File: src/rtl/csrmux_pkg.sv
package csrmux_pkg;

  // access code: bit 0 readable, bit 1 writable
  localparam logic [1:0] ACC_R  = 2'b01;
  localparam logic [1:0] ACC_W  = 2'b10;
  localparam logic [1:0] ACC_RW = 2'b11;

  // number of bus words needed for a register of the given width
  function automatic int unsigned words_of(int unsigned width, int unsigned dw);
    return (width + dw - 1) / dw;
  endfunction

  // round v up to a multiple of 2**lg
  function automatic int unsigned round_up(int unsigned v, int unsigned lg);
    int unsigned g;
    g = 32'd1 << lg;
    return ((v + g - 1) / g) * g;
  endfunction

  function automatic int unsigned max_u(int unsigned a, int unsigned b);
    return (a > b) ? a : b;
  endfunction

endpackage

File: src/rtl/csrmux_slot.sv
module csrmux_slot #(
  parameter int unsigned ADDR_W = 8,
  parameter int unsigned DATA_W = 8,
  parameter int unsigned WIDTH  = 16,
  parameter int unsigned BASE   = 0,
  parameter int unsigned SPAN   = 2,
  parameter logic [1:0]  ACC    = 2'b11
) (
  input  logic              clk,
  input  logic              rst_n,
  input  logic [ADDR_W-1:0] bus_addr,
  input  logic              bus_rstb,
  input  logic              bus_wstb,
  input  logic [DATA_W-1:0] bus_wdata,
  input  logic [WIDTH-1:0]  reg_rdata,
  output logic              reg_rstb,
  output logic              reg_wstb,
  output logic [WIDTH-1:0]  reg_wdata,
  output logic              rd_hit,
  output logic [DATA_W-1:0] rd_word
);

  localparam int unsigned SH_W  = SPAN * DATA_W;
  localparam int unsigned SEL_W = (SPAN > 1) ? $clog2(SPAN) : 1;

  // address decode: offset into this register, wraps high when below BASE
  logic [ADDR_W:0]    off;
  logic               in_range;
  logic               at_base;
  logic               at_last;
  logic [SEL_W-1:0]   sel;
  int unsigned        shamt;

  assign off      = {1'b0, bus_addr} - (ADDR_W + 1)'(BASE);
  assign in_range = off < (ADDR_W + 1)'(SPAN);
  assign at_base  = in_range && (off == '0);
  assign at_last  = in_range && (off == (ADDR_W + 1)'(SPAN - 1));
  assign sel      = off[SEL_W-1:0];
  assign shamt    = int'(sel) * DATA_W;

  // replace the selected word of a shadow image with the bus word
  function automatic logic [SH_W-1:0] merge_word(logic [SH_W-1:0] img,
                                                 int unsigned sh,
                                                 logic [DATA_W-1:0] w);
    logic [SH_W-1:0] mask;
    mask = SH_W'({DATA_W{1'b1}}) << sh;
    return (img & ~mask) | (SH_W'(w) << sh);
  endfunction

  generate
    if (ACC[0]) begin : g_rd
      logic [SH_W-1:0] rd_shadow;
      logic [SH_W-1:0] padded;

      assign padded   = SH_W'(reg_rdata);
      assign reg_rstb = bus_rstb && at_base;
      assign rd_hit   = bus_rstb && in_range;
      // lowest word comes straight from the register, the rest from the capture
      assign rd_word  = at_base ? padded[DATA_W-1:0] : DATA_W'(rd_shadow >> shamt);

      always_ff @(posedge clk or negedge rst_n) begin
        if (!rst_n)        rd_shadow <= '0;
        else if (reg_rstb) rd_shadow <= padded;
      end
    end else begin : g_no_rd
      logic unused_rd;
      assign unused_rd = ^{reg_rdata, bus_rstb, at_base};
      assign reg_rstb  = 1'b0;
      assign rd_hit    = 1'b0;
      assign rd_word   = '0;
    end

    if (ACC[1]) begin : g_wr
      logic [SH_W-1:0] wr_shadow;
      logic [SH_W-1:0] merged;

      assign merged = merge_word(wr_shadow, shamt, bus_wdata);

      always_ff @(posedge clk or negedge rst_n) begin
        if (!rst_n) begin
          wr_shadow <= '0;
          reg_wstb  <= 1'b0;
          reg_wdata <= '0;
        end else begin
          reg_wstb <= bus_wstb && at_last;
          if (bus_wstb && in_range) begin
            if (at_last) reg_wdata <= WIDTH'(merged);
            else         wr_shadow <= merged;
          end
        end
      end

      assert_commit_src_R6: assert property (@(posedge clk) disable iff (!rst_n)
        reg_wstb |-> $past(bus_wstb && at_last));
    end else begin : g_no_wr
      logic unused_wr;
      assign unused_wr = ^{bus_wdata, bus_wstb, at_last};
      assign reg_wstb  = 1'b0;
      assign reg_wdata = '0;
    end
  endgenerate

endmodule

File: src/rtl/csrmux_rdmux.sv
module csrmux_rdmux #(
  parameter int unsigned NREG   = 5,
  parameter int unsigned DATA_W = 8
) (
  input  logic                     clk,
  input  logic                     rst_n,
  input  logic [NREG-1:0]          hit,
  input  logic [NREG*DATA_W-1:0]   words,
  output logic [DATA_W-1:0]        rdata
);

  logic [DATA_W-1:0] sel_word;

  always_comb begin
    sel_word = '0;
    for (int i = 0; i < NREG; i++) begin
      if (hit[i]) sel_word = sel_word | words[i*DATA_W +: DATA_W];
    end
  end

  always_ff @(posedge clk or negedge rst_n) begin
    if (!rst_n) rdata <= '0;
    else        rdata <= sel_word;
  end

  // address ranges must never overlap
  assert_single_hit_R1: assert property (@(posedge clk) disable iff (!rst_n)
    $onehot0(hit));

endmodule

File: src/rtl/csrmux_top.sv
module csrmux_top
  import csrmux_pkg::*;
#(
  parameter int unsigned ADDR_W = 8,
  parameter int unsigned DATA_W = 8,
  parameter int unsigned NREG   = 5,
  parameter int unsigned ALIGN  = 0,
  parameter int unsigned REG_WIDTH [NREG] = '{4, 8, 16, 20, 12},
  parameter logic [1:0]  REG_ACC   [NREG] = '{ACC_R, ACC_W, ACC_RW, ACC_RW, ACC_R},
  parameter int unsigned REG_ALIGN [NREG] = '{0, 0, 0, 3, 0},
  localparam int unsigned TOTAL_W = 60
) (
  input  logic                clk,
  input  logic                rst_n,
  input  logic [ADDR_W-1:0]   bus_addr,
  input  logic                bus_rstb,
  output logic [DATA_W-1:0]   bus_rdata,
  input  logic                bus_wstb,
  input  logic [DATA_W-1:0]   bus_wdata,
  input  logic [TOTAL_W-1:0]  reg_rdata,
  output logic [NREG-1:0]     reg_rstb,
  output logic [NREG-1:0]     reg_wstb,
  output logic [TOTAL_W-1:0]  reg_wdata
);

  // words occupied by register i, padded to the global alignment
  function automatic int unsigned span_of(int unsigned i);
    return round_up(words_of(REG_WIDTH[i], DATA_W), ALIGN);
  endfunction

  // start address of register i in allocation order
  function automatic int unsigned base_of(int unsigned i);
    int unsigned nxt;
    int unsigned res;
    nxt = 0;
    res = 0;
    for (int unsigned k = 0; k <= i; k++) begin
      nxt = round_up(nxt, max_u(ALIGN, REG_ALIGN[k]));
      if (k == i) res = nxt;
      nxt = nxt + span_of(k);
    end
    return res;
  endfunction

  // lowest bit of register i in the packed buses
  function automatic int unsigned bit_off(int unsigned i);
    int unsigned s;
    s = 0;
    for (int unsigned k = 0; k < i; k++) s = s + REG_WIDTH[k];
    return s;
  endfunction

  logic [NREG-1:0]        rd_hit;
  logic [NREG*DATA_W-1:0] rd_words;

  generate
    for (genvar i = 0; i < NREG; i++) begin : g_slot
      localparam int unsigned W   = REG_WIDTH[i];
      localparam int unsigned OFF = bit_off(i);

      csrmux_slot #(
        .ADDR_W (ADDR_W),
        .DATA_W (DATA_W),
        .WIDTH  (W),
        .BASE   (base_of(i)),
        .SPAN   (span_of(i)),
        .ACC    (REG_ACC[i])
      ) u_slot (
        .clk       (clk),
        .rst_n     (rst_n),
        .bus_addr  (bus_addr),
        .bus_rstb  (bus_rstb),
        .bus_wstb  (bus_wstb),
        .bus_wdata (bus_wdata),
        .reg_rdata (reg_rdata[OFF +: W]),
        .reg_rstb  (reg_rstb[i]),
        .reg_wstb  (reg_wstb[i]),
        .reg_wdata (reg_wdata[OFF +: W]),
        .rd_hit    (rd_hit[i]),
        .rd_word   (rd_words[i*DATA_W +: DATA_W])
      );
    end
  endgenerate

  csrmux_rdmux #(
    .NREG   (NREG),
    .DATA_W (DATA_W)
  ) u_rdmux (
    .clk   (clk),
    .rst_n (rst_n),
    .hit   (rd_hit),
    .words (rd_words),
    .rdata (bus_rdata)
  );

  assert_one_rstb_R2: assert property (@(posedge clk) disable iff (!rst_n)
    $onehot0(reg_rstb));

  assert_one_wstb_R6: assert property (@(posedge clk) disable iff (!rst_n)
    $onehot0(reg_wstb));

  assert_rdata_idle_R3: assert property (@(posedge clk) disable iff (!rst_n)
    !$past(bus_rstb) |-> (bus_rdata == '0));

  assert_wstb_pulse_R6: assert property (@(posedge clk) disable iff (!rst_n)
    (reg_wstb != '0) |-> $past(bus_wstb));

endmodule

File: config.mk
export PLATFORM = sky130hd
export DESIGN_NAME = csrmux_top
export DESIGN_NICKNAME = d
export VERILOG_FILES = /design/src/rtl/csrmux_pkg.sv /design/src/rtl/csrmux_slot.sv /design/src/rtl/csrmux_rdmux.sv /design/src/rtl/csrmux_top.sv
export SDC_FILE = /design/constraint.sdc
export NUM_CORES = 1
export LEC_CHECK = 0
export BUFFER_PORTS_ARGS = -buffer_cell sky130_fd_sc_hd__clkbuf_2
export CORE_AREA = 2 2 120 122
export CTS_CLUSTER_SIZE = 10
export DETAILED_ROUTE_END_ITERATION = 8
export DIE_AREA = 0 0 122 124
export PLACE_DENSITY = 0.82
export SLEW_MARGIN = 30
export SYNTH_ARGS = -nofsm -noshare
export SYNTH_HDL_FRONTEND = slang
export SYNTH_SLANG_ARGS = --single-unit
File: constraint.sdc
create_clock -name clk -period 5.3 [get_ports clk]
set_clock_uncertainty 0.15 [all_clocks]
set_input_delay 1.06 -clock clk [delete_from_list [all_inputs] [get_ports clk]]
set_output_delay 1.06 -clock clk [all_outputs]
set_load 0.05 [all_outputs]
==> impl_metrics.csv, run 1 <==
group,metric,value,unit
synth,synth_area,0.007466,mm²
setup_path,crit_path_max_fanout,13,
synth,ys_ff_latch,151,
setup_path,critPathArrivalTime,3.32,ns
layout,fillers,1114,
die,core_region_area,0.01372,mm²
timing,fmax,221.0,MHz
timing,rsz0062_at_grt,"no",
setup_path,required,4.09,ns
grt,grt_pass1_wl,26120,µm
power,p_seq_share,44.1,%
synth,ys_async_sr_fraction,100.0,%
timing,slew_violations,0,
layout,design_area,0.008806,mm²
worst_hold_path,hold_class,"flip-flop to flip-flop",
power,power.leakage,4.582,nW
synth,yosys_warnings,0,
synth,yosysUniqueCellTypes,52,
power,sw_frac_of_total,24.05,%
synth,synth_edf_count,0,
power,p_comb_share,9.4,%
clock_tree,htreeDepth,4,
placement,dp_hpwl,11760,µm
synth,netlist_instances,675,
layout,regArea,0.003779,mm²
placement,portBuffers,130,
setup_path,critPathLaunchType,"input port",
status,outcome,"complete, no violations",
die,io_pins,158,
placement,place_congestion,0.8873,
timing,relSlewSlack,43.17,%
timing,finalHoldViolCount,0,
timing,period_share,85.39,%
placement,dpl_cell_area,0.008184,mm²
synth,syn_avg_cell_area,11.06,µm²
clock_tree,cts_resized,0,
clock_tree,clk_pin_slew_worst_paths,0.06,ns
timing,worst_slack,0.7741,ns
grt,grt_pass1_vias,5063,
grt,grt_antenna_before_repair,0,
die,start_util,54.42,%
power,p_switching,654.1,µW
routing,ant_nets,0,
die,rows,43,
die,die_w,122,µm
routing,wl,16510,µm
power,clockPowerShare,46.6,%
power,ir_drop,0.0002333,V
power,pwr_density_cell,308.8,mW/mm²
synth,ys_seq_area_share,50.61,%
placement,pre_cts_ws,0.8019,ns
grt,grt_max_degree,109,
routing,wire_per_inst,16.79,µm
clock_tree,cts_tree,"built",
die,die-area,0.01513,mm²
layout,multi_input_area,0.003338,mm²
clock_tree,holdBufCountCts,0,
power,p_int,2.065,mW
layout,diodes,0,
routing,drt-pass1-iter-count,5,
routing,drc,0,
layout,layout-drive-gt1-share,32.38,%
clock_tree,clkSinkCount,151,
layout,final_cells,983,
synth,synth_ff_type,"dfrtp_1",
timing,tns,0,ns
clock_tree,cts_buffers,17,
grt,grt_overflow,0,
clock_tree,cts_root_buf,"clkbuf_16",
routing,num_vias,5411,
die,dieHeight,124,µm
setup_path,path_class,"input port to output pin",
grt,grt_use_total,23.01,%
timing,setup_violations,0,
timing,fin_crit,4.526,ns
routing,drt-vias-per-instance,5.505,
layout,area_delta_synth_final,17.95,%
job,drv_cap,0,
setup_path,end_kind,"output pin",
timing,worstMarginPinSlew,0.8525,ns
layout,final_nets,884,
clock_tree,clkLatencyLatePin,0.43,ns
clock_tree,post-cts-setup-buffers,0,
clock_tree,cts_buffer_depth,2,
routing,dr.first_iter.drc_count,386,
placement,dp.cells,952,
-- sequential cells by signal (all words and copies together) (netlist names) --
register	cells
g_slot.u_slot.g_rd.rd_shadow	52
g_slot.u_slot.g_wr.wr_shadow	44
u_rdmux.rdata	8
g_slot.u_slot.reg_wstb	3
g_slot.u_slot.reg_wdata	44
-- kinds of logic (layout without fill, tap and decap cells) --
kind of cell / Yosys count / count (layout) / synth area share (%)
muxes: 120 / 120 / 17.92
and+or+nand+nor: 160 / 160 / 10.36
buffers and inverters: 82 / 192 / 5.731
AOI/OAI and AO/OA: 142 / 142 / 12.45
xor gates and xnor gates: 6 / 6 / 0.7039
adders and majority gates: 13 / 13 / 2.179
DFF: 151 / 151 / 50.61
other: 1 / 19 / 0.05023
-- layout make-up --
class | instances | area share [%]
clock buffer | 19 | 5.030
clock inverter | 12 | 1.975
inverter | 16 | 0.6820
multi-input combinational | 460 | 37.91
sequential | 151 | 42.91
tap | 180 | 2.558
timing repair buffer | 145 | 8.937
-- cell usage after synthesis (6+ instances only) --
cell / n / area share, %
mux2_4: 10 / 2.0
nor2b_1: 23 / 1.9
nand4_1: 6 / 0.50
buf_1: 9 / 0.45
buf_4: 28 / 2.8
nand2_1: 58 / 2.9
mux2i_1: 41 / 5.5
nand3_1: 8 / 0.54
o211ai_1: 8 / 0.80
a22o_1: 19 / 2.2
mux2_2: 69 / 10
inv_1: 15 / 0.75
a21oi_1: 43 / 2.9
buf_2: 6 / 0.40
ha_1: 13 / 2.2
clkbuf_1: 22 / 1.1
o21ai_0: 36 / 2.4
dfrtp_1: 151 / 51
nor2_1: 41 / 2.1
-- power groups by stage --
stage	logic [mW]	registers [mW]	clock network (mW)
5_1_grt	0.279	1.20	1.34
3_3_place_gp	0.250	1.22	0
6_report	0.255	1.20	1.27
3_5_place_dp	0.255	1.22	0
4_1_cts	0.256	1.20	1.28
2_1_floorplan	0.156	1.23	0
-- worst max-delay path: stages --
cell	delay, ns
clkbuf_2	0.13
buf_4	0.24
ha_1	0.31
xnor2_1	0.09
or3_1	0.35
or4_1	0.43
o31ai_2	0.17
and3_1	0.26
clkbuf_2	0.27
-- path summary, 6_finish.rpt --
check / from / end / slack [ns] / depth (start not counted)
setup / recovery: bus_addr[1] / reg_rstb[4] / 0.77 / 9
hold / removal: g_slot[2].u_slot.reg_wdata[12]$_DFFE_PN0P_ / g_slot[2].u_slot.reg_wdata[12]$_DFFE_PN0P_ / 0.33 / 2
setup reg to reg: g_slot[3].u_slot.g_rd.rd_shadow[19]$_DFFE_PN0P_ / u_rdmux.rdata[3]$_DFF_PN0_ / 3.72 / 4
hold reg to reg: g_slot[2].u_slot.reg_wdata[12]$_DFFE_PN0P_ / g_slot[2].u_slot.reg_wdata[12]$_DFFE_PN0P_ / 0.33 / 2
max in group asynchronous: rst_n / g_slot[4].u_slot.g_rd.rd_shadow[10]$_DFFE_PN0P_ / 3.60 / 2
min in group asynchronous: rst_n / g_slot[2].u_slot.reg_wstb$_DFF_PN0_ / 0.58 / 1
-- per-stage QoR --
stage	hold WS, ns	utilization (%)	power (mW)
after global routing	0.3521	64.19	2.821
after CTS	0.3343	64.15	2.737
after detailed placement	0.3201	59.65	1.474
final	0.3276	64.19	2.719
after floorplan	0.3082	-	1.390
after global placement	0.3109	59.65	1.467
-- cells in the final DEF, fill, tap and decap left out, drive strengths merged, types with 8 or more instances in the layout --
cell type,count
nor2,43
nor2b,23
o211ai,8
buf,17
ha,13
clkbuf,147
o21ai,36
nand3,9
nand2,58
a21oi,43
mux2,79
dfrtp,151
inv,17
conb,19
a22o,19
mux2i,41
-- layer usage --
metal,vias up,wire length (µm),global-route usage (%)
met1,2606,7345,29.97
met3,25,968,5.403
li1,2596,-,-
met5,-,0,0
met4,0,341,9.124
met2,184,7853,37.40
Power figures use the tool's default switching activity.
==> run 2, diff against run 1 <==
--- a/config.mk
+++ b/config.mk
@@ -5,11 +5,12 @@
 export SDC_FILE = /design/constraint.sdc
 export NUM_CORES = 1
 export LEC_CHECK = 0
+export ABC_AREA = 1
 export BUFFER_PORTS_ARGS = -buffer_cell sky130_fd_sc_hd__clkbuf_2
-export CORE_AREA = 2 2 120 122
+export CORE_AREA = 2 2 124 126
 export CTS_CLUSTER_SIZE = 10
 export DETAILED_ROUTE_END_ITERATION = 8
-export DIE_AREA = 0 0 122 124
+export DIE_AREA = 0 0 126 128
 export PLACE_DENSITY = 0.82
 export SLEW_MARGIN = 30
 export SYNTH_ARGS = -nofsm -noshare
==> run 2 against run 1 <==
Sequential power hardly changed. Hold slack worse by 0.0040 ns. Highest routed layer unchanged. Via count is 30% higher. Die area is 6.6% higher. Register-to-register slack better by 0.12 ns.
==> impl_metrics.csv, run 2 <==
group,metric,value,unit
power,design_power_total,2.694,mW
clock_tree,cts_resized,0,
placement,pre_cts_ws,0.9196,ns
status,outcome,"complete, no violations",
clock_tree,cts_buffers,17,
placement,portBuffers,130,
setup_path,r2r-start,"g_slot[2].u_slot.g_rd.rd_shadow[8]$_DFFE_PN0P_",
synth,ys_top_cells_by_area,"dfrtp_1 (47%), nand2_1 (16%), o21ai_0 (5.4%)",
layout,final_nets,1243,
clock_tree,holdBufCountCts,0,
setup_path,critPathLaunchType,"input port",
die,dieHeight,128,µm
synth,synth_ff_type,"dfrtp_1",
die,die-area,0.01613,mm²
die,die_w,126,µm
power,ir_drop,0.0002262,V
clock_tree,cts_tree,"built",
placement,dp.cells,1319,
clock_tree,cts_root_buf,"clkbuf_16",
power,power.leakage,5.009,nW
setup_path,end_kind,"output pin",
timing,rsz0062_at_grt,"no",
synth,yosys_warnings,0,
die,core_region_area,0.01486,mm²
clock_tree,clk_pin_slew_worst_paths,0.06,ns
layout,area_delta_synth_final,14.88,%
layout,largest-register,"g_slot.u_slot.g_rd.rd_shadow",
layout,diodes,0,
synth,synth_area,0.008029,mm²
routing,drc,0,
clock_tree,clkLatencyLatePin,0.43,ns
grt,grt_pass1_wl,32020,µm
synth,yosysUniqueCellTypes,37,
layout,top_regs,"g_slot.u_slot.g_rd.rd_shadow x52, g_slot.u_slot.g_wr.wr_shadow x44, g_slot.u_slot.reg_wdata x44",
placement,dp_hpwl,13790,µm
synth,synth_area_leader_cell,"dfrtp_1",
timing,relSlewSlack,53.73,%
layout,layout-drive-gt1-share,18.49,%
worst_hold_path,hp-start,"g_slot[1].u_slot.reg_wdata[1]$_DFFE_PN0P_",
synth,ys_seq_area_share,47.06,%
clock_tree,clkSinkCount,151,
timing,fmax,227.8,MHz
timing,worst_slack,0.9099,ns
synth,synthTopCellsByCount,"nand2_1 (340), dfrtp_1 (151), inv_1 (106), o21ai_0 (86), nor2_1 (76)",
timing,finalHoldViolCount,0,
grt,grt_max_degree,68,
die,io_pins,158,
layout,design_area,0.009224,mm²
grt,grt_use_total,24.98,%
timing,slew_violations,0,
routing,num_vias,7059,
grt,grt_pass1_vias,6557,
timing,setup_violations,0,
die,rows,45,
clock_tree,post-cts-setup-buffers,0,
clock_tree,htreeDepth,4,
clock_tree,cts_buffer_depth,2,
layout,final_cell_mix,"nand2_1 (340), dfrtp_1 (151), clkbuf_2 (129), inv_1 (106), o21ai_0 (86)",
grt,grt_antenna_before_repair,0,
die,start_util,54.02,%
setup_path,cp-startpoint,"bus_addr[0]",
synth,ys_ff_latch,151,
setup_path,crit_path_max_fanout,24,
synth,yosys.cell_count.top_type,"nand2_1",
synth,netlist_instances,1037,
routing,ant_nets,0,
routing,dr.first_iter.drc_count,732,
synth,ys_async_sr_fraction,100.0,%
layout,final_cells,1351,
synth,synth_top_area_share,47.06,%
timing,fin_crit,4.390,ns
timing,whs,0.3236,ns
placement,place_congestion,0.8845,
timing,tns,0,ns
worst_hold_path,hold_class,"flip-flop to flip-flop",
layout,largest_reg_flops,52,
synth,synth_edf_count,0,
layout,layout_commonest_cell,"nand2_1",
timing,worstMarginPinSlew,0.6903,ns
grt,grt_overflow,0,
routing,wire_per_inst,14.28,µm
routing,drt-vias-per-instance,5.225,
setup_path,required,4.09,ns
synth,syn_avg_cell_area,7.742,µm²
layout,utilization,62.05,%
placement,dpl_cell_area,0.008642,mm²
routing,drt-pass1-iter-count,7,
timing,period_share,82.83,%
setup_path,path_class,"input port to output pin",
setup_path,critPathArrivalTime,3.18,ns
job,drv_cap,0,
routing,wl,19290,µm
power,pwr_density_cell,292.1,mW/mm²
-- run 2: changes by cell type in the layout (fill, tap and decap cells not counted), sizes merged, moves of 8 or more --
cell,previous run,this run
nor2b,23,0
o21ai,36,136
mux2i,41,4
a21oi,43,28
nand3,9,47
nor2,43,91
a22o,19,0
inv,17,118
mux2,79,0
nand2,58,346
o211ai,8,0
-- run 2: final timing paths --
kind / endpoint / slack, ns / depth (start not counted)
setup / recovery: reg_rstb[2] / 0.91 / 9
hold / removal: g_slot[1].u_slot.reg_wdata[1]$_DFFE_PN0P_ / 0.32 / 2
setup reg to reg: u_rdmux.rdata[0]$_DFF_PN0_ / 3.84 / 4
hold reg to reg: g_slot[1].u_slot.reg_wdata[1]$_DFFE_PN0P_ / 0.32 / 2
max in group asynchronous: g_slot[4].u_slot.g_rd.rd_shadow[10]$_DFFE_PN0P_ / 3.55 / 2
min in group asynchronous: g_slot[1].u_slot.reg_wstb$_DFF_PN0_ / 0.46 / 1
-- run 2: logic make-up after synthesis --
family,share of synthesized area [%]
flops,47.06
xor+xnor,0.2182
buf+inv,10.83
mux,0.4987
simple gates,27.66
fa+ha+maj,2.026
compound gates,11.66
other cells,0.04671
-- run 2: worst max-delay path, cell delays in order --
cell and delay, ns:
clkbuf_2 0.22, inv_1 0.16, buf_4 0.30, ha_1 0.29, nand3_1 0.21, inv_1 0.15
nand3_4 0.16, nor2_8 0.26, clkbuf_2 0.33
-- run 2: power by group --
group / total (mW) / internal (mW) / leakage, nW / switching [mW]
sequential: 1.21 / 1.20 / 1.89 / 0.0174
clock: 1.18 / 0.687 / 0.268 / 0.496
combinational: 0.297 / 0.0814 / 2.85 / 0.216
-- run 2: metal layers --
layer  vias to the layer above  global-route usage, %  share of wire (%)
li1                       3485                      -                  -
met3                        42                  5.551                7.4
met4                         0                  8.339                2.3
met2                       296                  41.11                 49
met5                         -                      0                  0
met1                      3236                  33.01                 42
-- run 2: area by class of cell --
cell class,count,area [µm²]
clock buffer,20,466.7
clock inverter,12,115.1
fill,1335,5640
inverter,114,432.9
multi-input combinational,724,3448
sequential,151,3779
tap,188,235.2
timing repair buffer,142,747.0
